File: src/rtl/port_irq_pkg.sv
package port_irq_pkg;
  localparam int unsigned ADDR_W = 2;

  typedef enum logic [ADDR_W-1:0] {
    REG_PINS     = 2'd0,
    REG_ENABLE   = 2'd1,
    REG_POLARITY = 2'd2,
    REG_FLAGS    = 2'd3
  } reg_sel_e;
endpackage

File: src/rtl/port_irq_sync.sv
module port_irq_sync #(
  parameter int unsigned WIDTH  = 8,
  parameter int unsigned STAGES = 2
) (
  input  logic             clk,
  input  logic             rst_n,
  input  logic [WIDTH-1:0] din,
  output logic [WIDTH-1:0] dout
);
  localparam int unsigned LAST = STAGES - 1;

  logic [WIDTH-1:0] stage_q [STAGES];

  always_ff @(posedge clk or negedge rst_n) begin
    if (!rst_n) begin
      for (int s = 0; s < STAGES; s++) stage_q[s] <= '0;
    end else begin
      stage_q[0] <= din;
      for (int s = 1; s < STAGES; s++) stage_q[s] <= stage_q[s-1];
    end
  end

  assign dout = stage_q[LAST];
endmodule

File: src/rtl/port_irq_edge.sv
module port_irq_edge #(
  parameter int unsigned WIDTH = 8
) (
  input  logic             clk,
  input  logic             rst_n,
  input  logic [WIDTH-1:0] level,
  input  logic [WIDTH-1:0] polarity,
  output logic [WIDTH-1:0] hit
);
  // Level seen through the polarity: 1 means "after the selected edge".
  function automatic logic [WIDTH-1:0] oriented(input logic [WIDTH-1:0] lvl,
                                                input logic [WIDTH-1:0] pol);
    return lvl ^ pol;
  endfunction

  function automatic logic [WIDTH-1:0] rises(input logic [WIDTH-1:0] now_v,
                                             input logic [WIDTH-1:0] before_v);
    return now_v & ~before_v;
  endfunction

  logic [WIDTH-1:0] oriented_now;
  logic [WIDTH-1:0] oriented_q;

  assign oriented_now = oriented(level, polarity);

  always_ff @(posedge clk or negedge rst_n) begin
    if (!rst_n) oriented_q <= '0;
    else        oriented_q <= oriented_now;
  end

  assign hit = rises(oriented_now, oriented_q);
endmodule

File: src/rtl/port_irq_flags.sv
module port_irq_flags #(
  parameter int unsigned WIDTH = 8
) (
  input  logic             clk,
  input  logic             rst_n,
  input  logic [WIDTH-1:0] hit,
  input  logic             load,
  input  logic [WIDTH-1:0] load_val,
  output logic [WIDTH-1:0] flags
);
  // An edge always wins over a software load in the same cycle.
  function automatic logic [WIDTH-1:0] next_flags(input logic [WIDTH-1:0] cur,
                                                  input logic [WIDTH-1:0] edges,
                                                  input logic             ld,
                                                  input logic [WIDTH-1:0] val);
    return (ld ? val : cur) | edges;
  endfunction

  logic [WIDTH-1:0] flag_q;

  always_ff @(posedge clk or negedge rst_n) begin
    if (!rst_n) flag_q <= '0;
    else        flag_q <= next_flags(flag_q, hit, load, load_val);
  end

  assign flags = flag_q;
endmodule

File: src/rtl/port_irq_unit.sv
module port_irq_unit
  import port_irq_pkg::*;
#(
  parameter int unsigned NPINS       = 8,
  parameter int unsigned SYNC_STAGES = 2
) (
  input  logic              clk,
  input  logic              rst_n,
  input  logic [NPINS-1:0]  pin_in,
  input  logic              bus_wr,
  input  logic [ADDR_W-1:0] bus_addr,
  input  logic [NPINS-1:0]  bus_wdata,
  output logic [NPINS-1:0]  bus_rdata,
  output logic              irq
);
  function automatic logic request_of(input logic [NPINS-1:0] fl,
                                      input logic [NPINS-1:0] en);
    return |(fl & en);
  endfunction

  reg_sel_e         sel;
  logic [NPINS-1:0] pin_sync;
  logic [NPINS-1:0] en_q;
  logic [NPINS-1:0] pol_q;
  logic [NPINS-1:0] flag_q;
  logic [NPINS-1:0] edge_hit;
  logic             wr_enable;
  logic             wr_polarity;
  logic             wr_flag;

  assign sel         = reg_sel_e'(bus_addr);
  assign wr_enable   = bus_wr && (sel == REG_ENABLE);
  assign wr_polarity = bus_wr && (sel == REG_POLARITY);
  assign wr_flag     = bus_wr && (sel == REG_FLAGS);

  port_irq_sync #(.WIDTH(NPINS), .STAGES(SYNC_STAGES)) u_sync (
    .clk  (clk),
    .rst_n(rst_n),
    .din  (pin_in),
    .dout (pin_sync)
  );

  port_irq_edge #(.WIDTH(NPINS)) u_edge (
    .clk     (clk),
    .rst_n   (rst_n),
    .level   (pin_sync),
    .polarity(pol_q),
    .hit     (edge_hit)
  );

  port_irq_flags #(.WIDTH(NPINS)) u_flags (
    .clk     (clk),
    .rst_n   (rst_n),
    .hit     (edge_hit),
    .load    (wr_flag),
    .load_val(bus_wdata),
    .flags   (flag_q)
  );

  always_ff @(posedge clk or negedge rst_n) begin
    if (!rst_n) begin
      en_q  <= '0;
      pol_q <= '0;
    end else begin
      if (wr_enable)   en_q  <= bus_wdata;
      if (wr_polarity) pol_q <= bus_wdata;
    end
  end

  always_comb begin
    unique case (sel)
      REG_PINS:     bus_rdata = pin_sync;
      REG_ENABLE:   bus_rdata = en_q;
      REG_POLARITY: bus_rdata = pol_q;
      REG_FLAGS:    bus_rdata = flag_q;
      default:      bus_rdata = '0;
    endcase
  end

  assign irq = request_of(flag_q, en_q);
endmodule

File: config.mk
export PLATFORM = sky130hd
export DESIGN_NAME = port_irq_unit
export DESIGN_NICKNAME = d
export VERILOG_FILES = /design/src/rtl/port_irq_pkg.sv /design/src/rtl/port_irq_sync.sv /design/src/rtl/port_irq_edge.sv /design/src/rtl/port_irq_flags.sv /design/src/rtl/port_irq_unit.sv
export SDC_FILE = /design/constraint.sdc
export NUM_CORES = 1
export LEC_CHECK = 0
export BUFFER_PORTS_ARGS = -buffer_cell sky130_fd_sc_hd__buf_2
export CAP_MARGIN = 20
export CORE_UTILIZATION = 59
export DETAILED_ROUTE_END_ITERATION = 12
export PLACE_DENSITY = 0.94
export SLEW_MARGIN = 5
export SYNTH_ARGS = -nofsm -noshare
export SYNTH_HDL_FRONTEND = slang
export SYNTH_SLANG_ARGS = --single-unit
File: constraint.sdc
create_clock -name clk -period 3 [get_ports clk]
set_input_delay 0.15 -clock clk [delete_from_list [all_inputs] [get_ports clk]]
set_output_delay 0.15 -clock clk [all_outputs]
set_load 0.02 [all_outputs]
==> implementation parameters, run 1 <==
Parameter                              Value

Die
  Die extent in y ... approximately 59 um
  Die extent in x ... 59.4 um
  Number of top-level pins ... 30
  Starting density of the core ... 62.7%
  Count of standard-cell rows ... 20
  Area of the placeable core ... 3100 um2
  Area of the die ... around 3500 um2

Clocking
  Total clock buffers created by CTS ... 5
  Clock transition at path regs ... 0.13 ns
  Worst-Skew Late Latency ... 0.36 ns
  # clock sinks ... 48
  CTS max path bufs ... 2
  Number of gates resized after CTS ... 0
  TritonCTS clock tree ... yes
  Level count of the clock H-tree ... 2
  Cell at the root of the clock tree ... clkbuf_4

STA
  Minimum clock period ... 1.61 ns
  Number of hold-slack violations in the final timing report ... 0
  Tcrit/Tclk final ... 53.7%
  Final setup fails ... 0
  Setup Skew ... 0.00599 ns
  Achievable clock frequency ... slightly above 600 MHz
  Tightest Pin Transition ... 0.451 ns
  Unrepaired setup endpoints after global routing ... no
  Max_slew headroom ... 69.9%
  Slew Limit Fails ... 0
  Setup total negative slack ... 0 ns

Layout
  Layout overhead on the synthesized area ... 17.4%
  Flip-flop and latch area ... approximately 1200 um2
  Post-layout net count ... 179
  Antenna Cells ... 0
  Area taken by multi-input logic gates ... approximately 670 um2
  Share of layout cells above drive strength 1 ... 40.3%
  Filler Cell Count ... 211
  Area of all placed cells without fillers ... approximately 2300 um2

Global route
  Number of antenna violations at the first check in global routing ... 0
  Via count of the first global-routing pass ... 1198
  Global-route wire length before repair ... 5700 um
  Total GRT Usage ... 23.4%
  Pin count of the biggest net entering global routing ... 49
  Remaining Overflow, GRT ... 0

Worst setup path
  Setup Crit Path Kind ... reg -> out
  Max Fanout on Critical Path ... 3
  Reg-to-Reg End ... u_flags.flags[6]
  Startpoint types ... register
  Worst-case register-to-register setup slack ... 1.96 ns
  Arrival time worst endpoint ... 1.46 ns
  Endpoint class of the critical path ... output port
  Critical path required time ... 2.85 ns
  Critical R2R Launch ... u_sync.dout[6]
  Register-to-Register Path Depth ... 2

Power
  Total power divided by cell area ... 644 nW/um2
  Max VDD drop ... 0.000558 V
  Reported leakage power ... 1.04 nW

Detailed routing
  Wire length reported by the detailed router ... 3410 um
  Vias per Instance ... 5.67
  Number of design-rule violations left by the first detailed-router iteration ... 43
  Post-DR wirelength/cell ... 16.8 um
  ANT nets after route ... 0
  First-pass iteration count of the detailed router ... 4
  DRC viols ... 0
  Detailed-route via count ... 1150

Logic synthesis
  Count of warnings emitted by yosys ... 0
  XOR/XNOR Fraction of Synth Area ... 3.60%
  Number of instances in the synthesized netlist ... between 100 and 150
  Top cell type by total area after synthesis ... dfrtp_1
  Cell types with the largest area share after synthesis ... dfrtp_1, mux2_2, mux4_2
  Adder-cell share of the synthesized area ... 0%
  Sequential share of the synthesized area ... 61.7%
  Area fraction in compound gates after synthesis ... around 5.7%
  Synthesized area divided by synthesized cell count ... 16.6 um2
  Main combinational cell family by area after synthesis ... multiplexers
  Proportion of synthesized area in mux cells ... 18.5%
  Mapped cell area ... around 1900 um2
  Flops & latches, synth ... 48
  Fraction of the mapped netlist area in simple logic gates ... 6.49%
  Nets in the synthesized netlist ... between 100 and 150
  Netlist cell types ... 13
  Synth top area share ... 61.7%

Placement
  PortBufs ... 29
  Instance area at placement ... between 2000 and 2500 um2
  Final Wtd Congestion ... 0.784
  Detailed placement HPWL ... roughly 2200 um

Hold path
  Worst hold-check path type ... in -> reg
  Destination of the worst hold path ... en_q[2]
  Cells on Worst Hold Path ... 2
  Min-Delay Startpoint ... bus_wdata[2]

Flow run
  # Max-Cap Violations ... 0

Outcome
  Status ... complete, no violations
what timing repair did:
| item | in CTS | in global routing |
|---|---|---|
| hold endpoints to repair | 56 | 0 |
| hold buffers | 9 | 0 |
| buffers inserted | 0 | 0 |
area by class of cell:
class,instances,area share (%)
clock buffers,6,1.81
repair buffers,39,11.2
well taps,44,2.41
flip-flops and latches,48,52.6
clock inverters,2,1.53
inverters,8,1.31
multi-input cells,56,29.2
worst max-delay path, cell delays in order (launching register included):
cell	delay [ns]
dfrtp_1	0.44
mux4_2	0.49
buf_2	0.18
cells in the mapped netlist:
cell      instances
mux4_2            8
inv_1             8
dfrtp_1          48
a22oi_1           4
nand4_1           1
mux2_2           16
nand3_2           1
a221o_1           8
buf_6             3
nand3b_4          2
buf_4             2
and4_1            8
xor2_1            8
worst max-delay path by stage:
| stage | from | to | slack [ns] | depth (start not counted) |
|---|---|---|---|---|
| floorplan | pol_q[0] | bus_rdata[0] | 1.95 | 1 |
| global placement | bus_addr[1] | bus_rdata[3] | 1.61 | 3 |
| detailed placement | bus_addr[0] | bus_rdata[2] | 1.58 | 3 |
| CTS | u_flags.flags[1] | bus_rdata[1] | 1.37 | 2 |
| global route | u_flags.flags[1] | bus_rdata[1] | 1.31 | 2 |
| finish | u_flags.flags[1] | bus_rdata[1] | 1.39 | 2 |
report_power, final:
group,switching [mW],total [mW],internal [mW]
sequential,0.0728,0.823,0.750
clock,0.193,0.368,0.175
combinational,0.132,0.281,0.149
routing by layer:
layer	vias up	global-route usage, %	wire length (um)
li1	523	-	-
met1	580	31.0	1490
met2	41	34.3	1660
met3	6	8.73	191
met4	0	11.2	66
met5	-	0	0
sequential cells by signal (all words and copies together) (netlist names):
name / flops
u_sync.dout: 8
u_flags.flags: 8
pol_q: 8
u_edge.oriented_q: 8
u_sync.stage_q: 8
en_q: 8
placed cells by master (no fill, tap or decap), drive strengths merged:
cell type and instances:
dfrtp 48, bufinv 1, clkbuf 6, dlygate4sd3 9
a22oi 4, a221o 8, buf 30, mux4 8
clkinv 1, nand4 1, nand3b 2, xor2 8
and4 8, nand3 1, mux2 16, inv 8
metrics by stage:
stage | setup WS (ns) | util (%) | hold slack (ns) | std cells | power [mW]
after floorplan | 1.95 | - | -0.146 | 117 | 1.01
after global placement | 1.61 | 67.6 | 0.258 | 185 | 1.08
after detailed placement | 1.58 | 67.6 | 0.260 | 185 | 1.10
after CTS | 1.37 | 73.0 | 0.0119 | 202 | 1.48
after global routing | 1.31 | 73.6 | 0.00582 | 203 | 1.55
final | 1.39 | 73.6 | 0.0397 | 203 | 1.47
cell families (layout without fill, tap and decap cells):
kind of cell,count (synthesis),after routing
AOI/OAI and AO/OA,12,12
and+or+nand+nor,12,12
muxes,24,24
DFF,48,48
buffers and inverters,13,55
xor gates and xnor gates,8,8
Power figures use the tool's default switching activity.
==> run 2, diff against run 1 <==
--- a/config.mk
+++ b/config.mk
@@ -5,11 +5,12 @@
 export SDC_FILE = /design/constraint.sdc
 export NUM_CORES = 1
 export LEC_CHECK = 0
+export ABC_AREA = 1
 export BUFFER_PORTS_ARGS = -buffer_cell sky130_fd_sc_hd__buf_2
 export CAP_MARGIN = 20
-export CORE_UTILIZATION = 59
+export CORE_UTILIZATION = 50
 export DETAILED_ROUTE_END_ITERATION = 12
-export PLACE_DENSITY = 0.94
+export PLACE_DENSITY = 0.86
 export SLEW_MARGIN = 5
 export SYNTH_ARGS = -nofsm -noshare
 export SYNTH_HDL_FRONTEND = slang
==> constraint.sdc (replaced) <==
create_clock -name clk -period 1.4 [get_ports clk]
set_input_delay 0.07 -clock clk [delete_from_list [all_inputs] [get_ports clk]]
set_output_delay 0.07 -clock clk [all_outputs]
set_load 0.02 [all_outputs]
==> run 2 against run 1 <==
Core utilization shrank 11 points. Wire length grew 28%. Count of clock-buffer cells in the layout is the same. Combinational power grew 110%. Total power grew 110%. Clock skew shrank 0.0020 ns. Flip-flop and latch count is the same. Clock power grew 110%. Setup slack lost 1.2 ns. Critical path type unchanged. Critical endpoint is now irq. Largest power group unchanged. Highest routed layer unchanged.
==> implementation parameters, run 2 <==
Parameter                              Value

Logic synthesis
  Number of instances in the synthesized netlist ... 238 (was 117)
  Netlist cell types ... 16 (was 13)
  Nets in the synthesized netlist ... 259 (was 138)
  Flops & latches, synth ... 48 (unchanged)
  Number of enable-type register cells in the synthesized netlist ... 0 (unchanged)
  Count of warnings emitted by yosys ... 0 (unchanged)
  Top cell type by total area after synthesis ... dfrtp_1 (unchanged)
  Sequential share of the synthesized area ... 57.7% (was 61.7%)
  Post-synth ARST share ... 100% (unchanged)
  Cell types with the largest area share after synthesis ... dfrtp_1, nand2_1, nand3_1 (was dfrtp_1, mux2_2, mux4_2)
  Dominant synthesized flop cell ... dfrtp_1 (unchanged)
  Mapped cell area ... 2080 um2 (was 1950 um2)
  Synthesized area divided by synthesized cell count ... 8.74 um2 (was 16.6 um2)
  Most frequent cell after synthesis ... nand2_1 (was dfrtp_1)
  Top cells by instance count after synthesis ... nand2_1, dfrtp_1, nand3_1 (was dfrtp_1, mux2_2)
  Synth top area share ... 57.7% (was 61.7%)

STA
  Minimum clock period ... ~1.2 ns
  Tightest Pin Transition ... 0.516 ns (was 0.451 ns)
  Max_slew headroom ... 65.6% (was 69.9%)
  Final setup fails ... 0 (unchanged)
  Worst Slack Setup Final ... 0.162 ns (was 1.39 ns)
  Tcrit/Tclk final ... about nine tenths
  Setup total negative slack ... 0 ns (unchanged)
  Unrepaired setup endpoints after global routing ... no (unchanged)
  Setup Skew ... 0.00396 ns (was 0.00599 ns)
  Achievable clock frequency ... 808 MHz
  Slew Limit Fails ... 0 (unchanged)
  Number of hold-slack violations in the final timing report ... 0 (unchanged)

Worst setup path
  Register-to-Register Path Depth ... 4 (was 2)
  Setup Crit Path Kind ... reg -> out (unchanged)
  Max stage delay on crit path ... 0.41 ns (was 0.49 ns)
  Critical path required time ... 1.33 ns (was 2.85 ns)
  Ordered list of cells on the worst path ... nand2_1, nand2_1, nor2_1, nand2_1, buf_2 (was mux4_2, buf_2)
  Total stage count of the critical path ... 5 (was 2)
  Max Fanout on Critical Path ... 3 (unchanged)
  Largest delay contributor family on the critical path ... flip-flops (was multiplexers)
  Most used cell along the critical path ... nand2_1
  Endpoint class of the critical path ... output port (unchanged)
  Count of buffering cells on the critical path with inverters included ... 1 (unchanged)
  Crit path max-delay cell type ... dfrtp_1 (was mux4_2)
  Startpoint types ... register (unchanged)
  Arrival time worst endpoint ... 1.17 ns (was 1.46 ns)

Layout
  Most frequent cells in the layout ... nand2_1, dfrtp_1, nand3_1 (was dfrtp_1, buf_2, mux2_2)
  Filler Cell Count ... 346 (was 211)
  Post-layout net count ... 308 (was 179)
  Most common cell after layout, fill and taps aside ... nand2_1 (was dfrtp_1)
  Cell Count, Final, Fillers Out ... 337 (was 203)
  Layout overhead on the synthesized area ... 20.4% (was 17.4%)
  Area of all placed cells without fillers ... 2510 um2 (was 2280 um2)
  Share of layout cells above drive strength 1 ... 17.4% (was 40.3%)
  Antenna Cells ... 0 (unchanged)

Global route
  Number of antenna violations at the first check in global routing ... 0 (unchanged)
  Pin count of the biggest net entering global routing ... 28 (was 49)
  Via count of the first global-routing pass ... 1605 (was 1198)
  Global-route wire length before repair ... 7160 um (was 5700 um)
  Total GRT Usage ... 22.8% (was 23.4%)
  Remaining Overflow, GRT ... 0 (unchanged)

Power
  Max VDD drop ... 0.000723 V (was 0.000558 V)
  Share of total power in the clock network ... 25.2% (was 25.0%)
  Net load switching power ... 0.898 mW (was 0.398 mW)
  Combinational share of power ... 19.4% (was 19.1%)
  Total power divided by cell area ... 1220 nW/um2 (was 644 nW/um2)
  Reported leakage power ... 1.28 nW (was 1.04 nW)
  Internal power consumption ... 2.15 mW (was 1.07 mW)
  Switching part of the total ... 29.4% (was 27.0%)
  PnR Total Power ... 3.05 mW (was 1.47 mW)
  Proportion of power drawn by flip-flops and latches ... 55.4% (was 55.9%)

Hold path
  Worst hold-check path type ... in -> reg (unchanged)
  Cells on Worst Hold Path ... 3 (was 2)

Clocking
  Cell at the root of the clock tree ... clkbuf_8 (was clkbuf_4)
  # clock sinks ... 48 (unchanged)
  Total clock buffers created by CTS ... 5 (unchanged)
  Clock transition at path regs ... 0.08 ns (was 0.13 ns)
  Level count of the clock H-tree ... 2 (unchanged)
  CTS max path bufs ... 2 (unchanged)
  Post-CTS setup buffer count ... 0 (unchanged)
  Number of gates resized after CTS ... 0 (unchanged)
  TritonCTS clock tree ... yes (unchanged)
  Worst-Skew Late Latency ... 0.30 ns (was 0.36 ns)

Die
  Count of standard-cell rows ... 23 (was 20)
  Die extent in x ... 66.5 um (was 59.4 um)
  Starting density of the core ... 52.0% (was 62.7%)
  Area of the die ... 4420 um2 (was 3530 um2)
  Die extent in y ... 66.5 um (was 59.4 um)
  Area of the placeable core ... 4000 um2 (was 3100 um2)
  Number of top-level pins ... 30 (unchanged)

Detailed routing
  Post-DR wirelength/cell ... 13.0 um (was 16.8 um)
  Number of design-rule violations left by the first detailed-router iteration ... 89 (was 43)
  First-pass iteration count of the detailed router ... 4 (unchanged)
  ANT nets after route ... 0 (unchanged)
  DRC viols ... 0 (unchanged)
  Vias per Instance ... 5.11 (was 5.67)
  Wire length reported by the detailed router ... 4380 um (was 3410 um)
  Detailed-route via count ... 1722 (was 1150)

Placement
  Dpl ws ... 0.297 ns (was 1.58 ns)
  Final Wtd Congestion ... 0.846 (was 0.784)
  Instance area at placement ... 2320 um2 (was 2100 um2)
  Cell count after placement ... 319 (was 185)
  Detailed placement HPWL ... 3140 um (was 2240 um)
  PortBufs ... 29 (unchanged)

Flow run
  # Max-Cap Violations ... 0 (unchanged)

Outcome
  Status ... complete, no violations (unchanged)
-- run 2: cell type report --
| type | count | area (um2) | area share (%) |
|---|---|---|---|
| clock buffer | 6 | 72.6 | 2.90 |
| multi-input combinational | 165 | 773 | 30.9 |
| clock inverter | 1 | 5.00 | 0.200 |
| tap | 50 | 62.6 | 2.50 |
| sequential | 48 | 1200 | 47.9 |
| timing repair buffer | 46 | 313 | 12.5 |
| inverter | 21 | 78.8 | 3.15 |
-- run 2: logic make-up after synthesis --
| family | Yosys count | share of synthesized area, % |
|---|---|---|
| simple gates | 165 | 37.2 |
| buf+inv | 25 | 5.11 |
| flops | 48 | 57.7 |
-- run 2: per-layer routing --
layer | GRT usage, % | vias to the layer above | share of wire [%]
met3 | 5.48 | 10 | 5.0
met2 | 38.8 | 47 | 48
met4 | 9.84 | 0 | 1.6
li1 | - | 852 | -
met1 | 27.4 | 813 | 46
met5 | 0 | - | 0
-- run 2: what timing repair did --
action | 4_1_cts | 5_1_grt
hold buffers | 11 | 0
hold endpoints to repair | 31 | 0
endpoints found under the setup margin | 0 | 0
-- run 2: worst reg2reg max path, cell delays in order (launching register included) --
cell      delay (ns)
dfrtp_1         0.42
inv_1           0.07
nand2_1         0.06
nand3b_1        0.10
nand3_1         0.08
-- run 2: final timing paths --
kind | from | end | slack, ns
max | en_q[3] | irq | 0.16
min | bus_wdata[2] | en_q[2] | 0.007
max reg2reg | pol_q[4] | u_flags.flags[4] | 0.56
min reg2reg | u_sync.stage_q[12] | u_sync.dout[4] | 0.35
max in group asynchronous | rst_n | u_sync.dout[7] | 0.62
min in group asynchronous | rst_n | u_sync.dout[4] | 0.26
-- run 2: stage by stage --
step           utilization [%]  hold WS [ns]
6_report                  62.7       0.00687
3_5_place_dp              58.0        0.0642
4_1_cts                   62.7      0.000839
2_1_floorplan                -        -0.226
5_1_grt                   62.7        0.0159
3_3_place_gp              58.0        0.0716
-- run 2: power by group through the flow --
stage | sequential, mW | combinational [mW] | clock [mW]
detailed placement | 1.71 | 0.572 | 0
finish | 1.69 | 0.592 | 0.767
floorplan | 1.68 | 0.386 | 0
global route | 1.71 | 0.669 | 0.835
CTS | 1.69 | 0.600 | 0.778
global placement | 1.71 | 0.551 | 0
==> run 3, diff against run 2 <==
--- a/config.mk
+++ b/config.mk
@@ -5,7 +5,7 @@
 export SDC_FILE = /design/constraint.sdc
 export NUM_CORES = 1
 export LEC_CHECK = 0
-export ABC_AREA = 1
+export ABC_AREA = 0
 export BUFFER_PORTS_ARGS = -buffer_cell sky130_fd_sc_hd__buf_2
 export CAP_MARGIN = 20
 export CORE_UTILIZATION = 50
==> run 3 against run 2 <==
The run now ends with negative setup slack left. Fmax shrank 13%. Highest routed layer unchanged. Clock skew grew 0.0022 ns. Global-route usage shrank 1.5 points. Design area shrank 2.1%. Flip-flop and latch count is the same. Via count shrank 29%. Count of clock-buffer cells in the layout grew 2. Core utilization grew 3.9 points. Combinational power grew 40%. Non-clock buffer count grew 7.
==> implementation parameters, run 3 (synthesized netlist as in run 1, its figures left out) <==
Parameter                              Value

Clocking
  # clock sinks ... 48 (unchanged)
  Worst-Skew Late Latency ... 0.30 ns (about the same)
  Level count of the clock H-tree ... 2 (unchanged)
  Cell at the root of the clock tree ... clkbuf_8 (unchanged)
  TritonCTS clock tree ... yes (unchanged)
  CTS max path bufs ... 2 (unchanged)
  Total clock buffers created by CTS ... 5 (unchanged)
  Clock transition at path regs ... 0.08 ns (about the same)

Detailed routing
  DRC viols ... 0 (unchanged)
  Vias per Instance ... 5.55 (was 5.11)
  Post-DR wirelength/cell ... 17.9 um (was 13.0 um)
  Number of design-rule violations left by the first detailed-router iteration ... 64 (was 89)
  ANT nets after route ... 0 (unchanged)
  Detailed-route via count ... 1226 (was 1722)
  Wire length reported by the detailed router ... 3960 um (was 4380 um)
  First-pass iteration count of the detailed router ... 4 (unchanged)

STA
  Number of hold-slack violations in the final timing report ... 0 (unchanged)
  Achievable clock frequency ... 702 MHz (was 808 MHz)
  Post-route worst hold slack ... 0.0272 ns (was 0.00687 ns)
  Max_slew headroom ... 67.7% (was 65.6%)
  Tcrit/Tclk final ... 102% (was 88.4%)
  Final setup fails ... 8 (was 0)
  Slew Limit Fails ... 0 (unchanged)
  Unrepaired setup endpoints after global routing ... yes (was no)
  Worst Slack Setup Final ... -0.0252 ns (was 0.162 ns)
  Minimum clock period ... 1.43 ns (was 1.24 ns)
  Tightest Pin Transition ... 0.484 ns (was 0.516 ns)
  Setup Skew ... 0.00612 ns (was 0.00396 ns)

Worst setup path
  Max stage delay on crit path ... 0.50 ns (was 0.41 ns)
  Crit path max-delay cell type ... mux4_2 (was dfrtp_1)
  Critical path required time ... 1.33 ns (about the same)
  Startpoint types ... register (unchanged)
  Critical R2R Launch ... pol_q[6] (was pol_q[4])
  Setup Crit Path Kind ... reg -> out (unchanged)
  Register-to-Register Path Depth ... 3 (was 4)
  Count of buffering cells on the critical path with inverters included ... 1 (unchanged)
  Endpoint class of the critical path ... output port (unchanged)
  Max Fanout on Critical Path ... 2 (was 3)
  Ordered list of cells on the worst path ... mux4_2, buf_6 (was nand2_1, nand2_1, nor2_1, nand2_1, buf_2)
  Reg-to-Reg End ... u_flags.flags[6] (was u_flags.flags[4])
  Arrival time worst endpoint ... 1.36 ns (was 1.17 ns)
  Largest delay contributor family on the critical path ... multiplexers (was flip-flops)
  Worst-case register-to-register setup slack ... 0.26 ns (was 0.56 ns)

Die
  Area of the placeable core ... 3690 um2 (was 4000 um2)
  Die extent in y ... 64.4 um (was 66.5 um)
  Starting density of the core ... 52.8% (was 52.0%)
  Count of standard-cell rows ... 22 (was 23)
  Number of top-level pins ... 30 (unchanged)
  Area of the die ... 4150 um2 (was 4420 um2)
  Die extent in x ... 64.4 um (was 66.5 um)

Global route
  Global-route wire length before repair ... 6270 um (was 7160 um)
  Routing usage on met2 ... 36.1% (was 38.8%)
  GR met3 Demand/Resource ... 4.29% (was 5.48%)
  Remaining Overflow, GRT ... 0 (unchanged)
  Via count of the first global-routing pass ... 1266 (was 1605)
  Most heavily used metal layer in global routing ... met2 (unchanged)
  Number of antenna violations at the first check in global routing ... 0 (unchanged)
  Pin count of the biggest net entering global routing ... 24 (was 28)
  Total GRT Usage ... 21.3% (was 22.8%)
  Met1 track demand over resource ... 25.8% (was 27.4%)

Hold path
  Cells on Worst Hold Path ... 2 (was 3)
  Min-Delay Startpoint ... bus_wdata[3] (was bus_wdata[2])
  Worst hold-check path type ... in -> reg (unchanged)
  Destination of the worst hold path ... en_q[3] (was en_q[2])

Placement
  PortBufs ... 29 (unchanged)
  Final Wtd Congestion ... 0.769 (was 0.846)
  Detailed placement HPWL ... 2500 um (was 3140 um)

Layout
  Core Util, Final ... 66.5% (was 62.7%)
  Layout overhead on the synthesized area ... 26.0% (was 20.4%)
  Most common cell after layout, fill and taps aside ... dfrtp_1 (was nand2_1)
  Post-layout net count ... 193 (was 308)
  Most frequent cells in the layout ... dfrtp_1, buf_2, mux2_2, buf_4, dlygate4sd3_1 (was nand2_1, dfrtp_1, nand3_1)
  Share of layout cells above drive strength 1 ... 45.1% (was 17.4%)
  Antenna Cells ... 0 (unchanged)

Outcome
  Failing checks ... negative setup slack
  Status ... finished, violations left (was complete, no violations)

Power
  Reported leakage power ... 1.13 nW (was 1.28 nW)
  Total power divided by cell area ... 1390 nW/um2 (was 1220 nW/um2)
  Max VDD drop ... 0.000951 V (was 0.000723 V)

Flow run
  # Max-Cap Violations ... 0 (unchanged)
-- run 3: cell count changes in the layout (fill, tap and decap cells not counted), sizes merged, moves of 6 or more --
cell / change
mux2: +16
nand2: -102
inv: -12
nand3: -34
buf: +9
nand3b: -6
and4: +8
xor2: +8
and2: -8
nand4: -7
a221o: +8
mux4: +8
-- run 3: how the worst max path moves through the flow --
stage | from | end | slack [ns] | cells past startpoint
after floorplan | u_sync.dout[6] | u_flags.flags[6] | 0.42 | 2
after detailed placement | bus_addr[1] | u_flags.flags[3] | 0.16 | 3
after global routing | u_flags.flags[3] | bus_rdata[3] | -0.06 | 2
after global placement | bus_addr[1] | bus_rdata[3] | 0.20 | 3
after CTS | en_q[3] | bus_rdata[3] | -0.02 | 2
final | u_flags.flags[1] | bus_rdata[1] | -0.03 | 2
-- run 3: timing repair --
action | CTS | global route
resized for setup | 12 | 6
hold buffers | 9 | 0
endpoints found under the hold margin | 29 | 0
setup endpoints to repair | 7 | 9
buffers inserted | 7 | 4
-- run 3: per-stage QoR --
stage	setup slack [ns]	instances	cell area, um2	power, mW	TNS [ns]
after floorplan	0.423	117	1950	2.17	0
after CTS	-0.0181	217	2400	3.34	-0.0703
after global placement	0.200	193	2130	2.34	0
final	-0.0252	221	2450	3.41	-0.111
after global routing	-0.0552	221	2450	3.55	-0.396
after detailed placement	0.165	193	2130	2.38	0
-- run 3: cell type report --
cell class | count | area [um2]
Timing Repair Buffer | 53 | 400
Multi-Input combinational cell | 56 | 672
Inverter | 8 | 30.0
Fill cell | 264 | 1230
Tap cell | 48 | 60.1
Clock buffer | 8 | 90.1
Sequential cell | 48 | 1200
-- run 3: power breakdown --
group	switching (mW)	internal (mW)
Sequential	0.145	1.61
Combinational	0.357	0.469
Clock	0.423	0.403
-- run 3: worst reg2reg max path: stages, from the launching register on --
cell	delay (ns)
dfrtp_1	0.40
buf_4	0.14
xor2_1	0.15
a221o_1	0.34
-- run 3: metal layers --
| metal | wire length (um) | vias to the layer above |
|---|---|---|
| li1 | - | 544 |
| met1 | 1640 | 626 |
| met2 | 2060 | 50 |
| met3 | 201 | 6 |
| met4 | 59 | 0 |
| met5 | 0 | - |
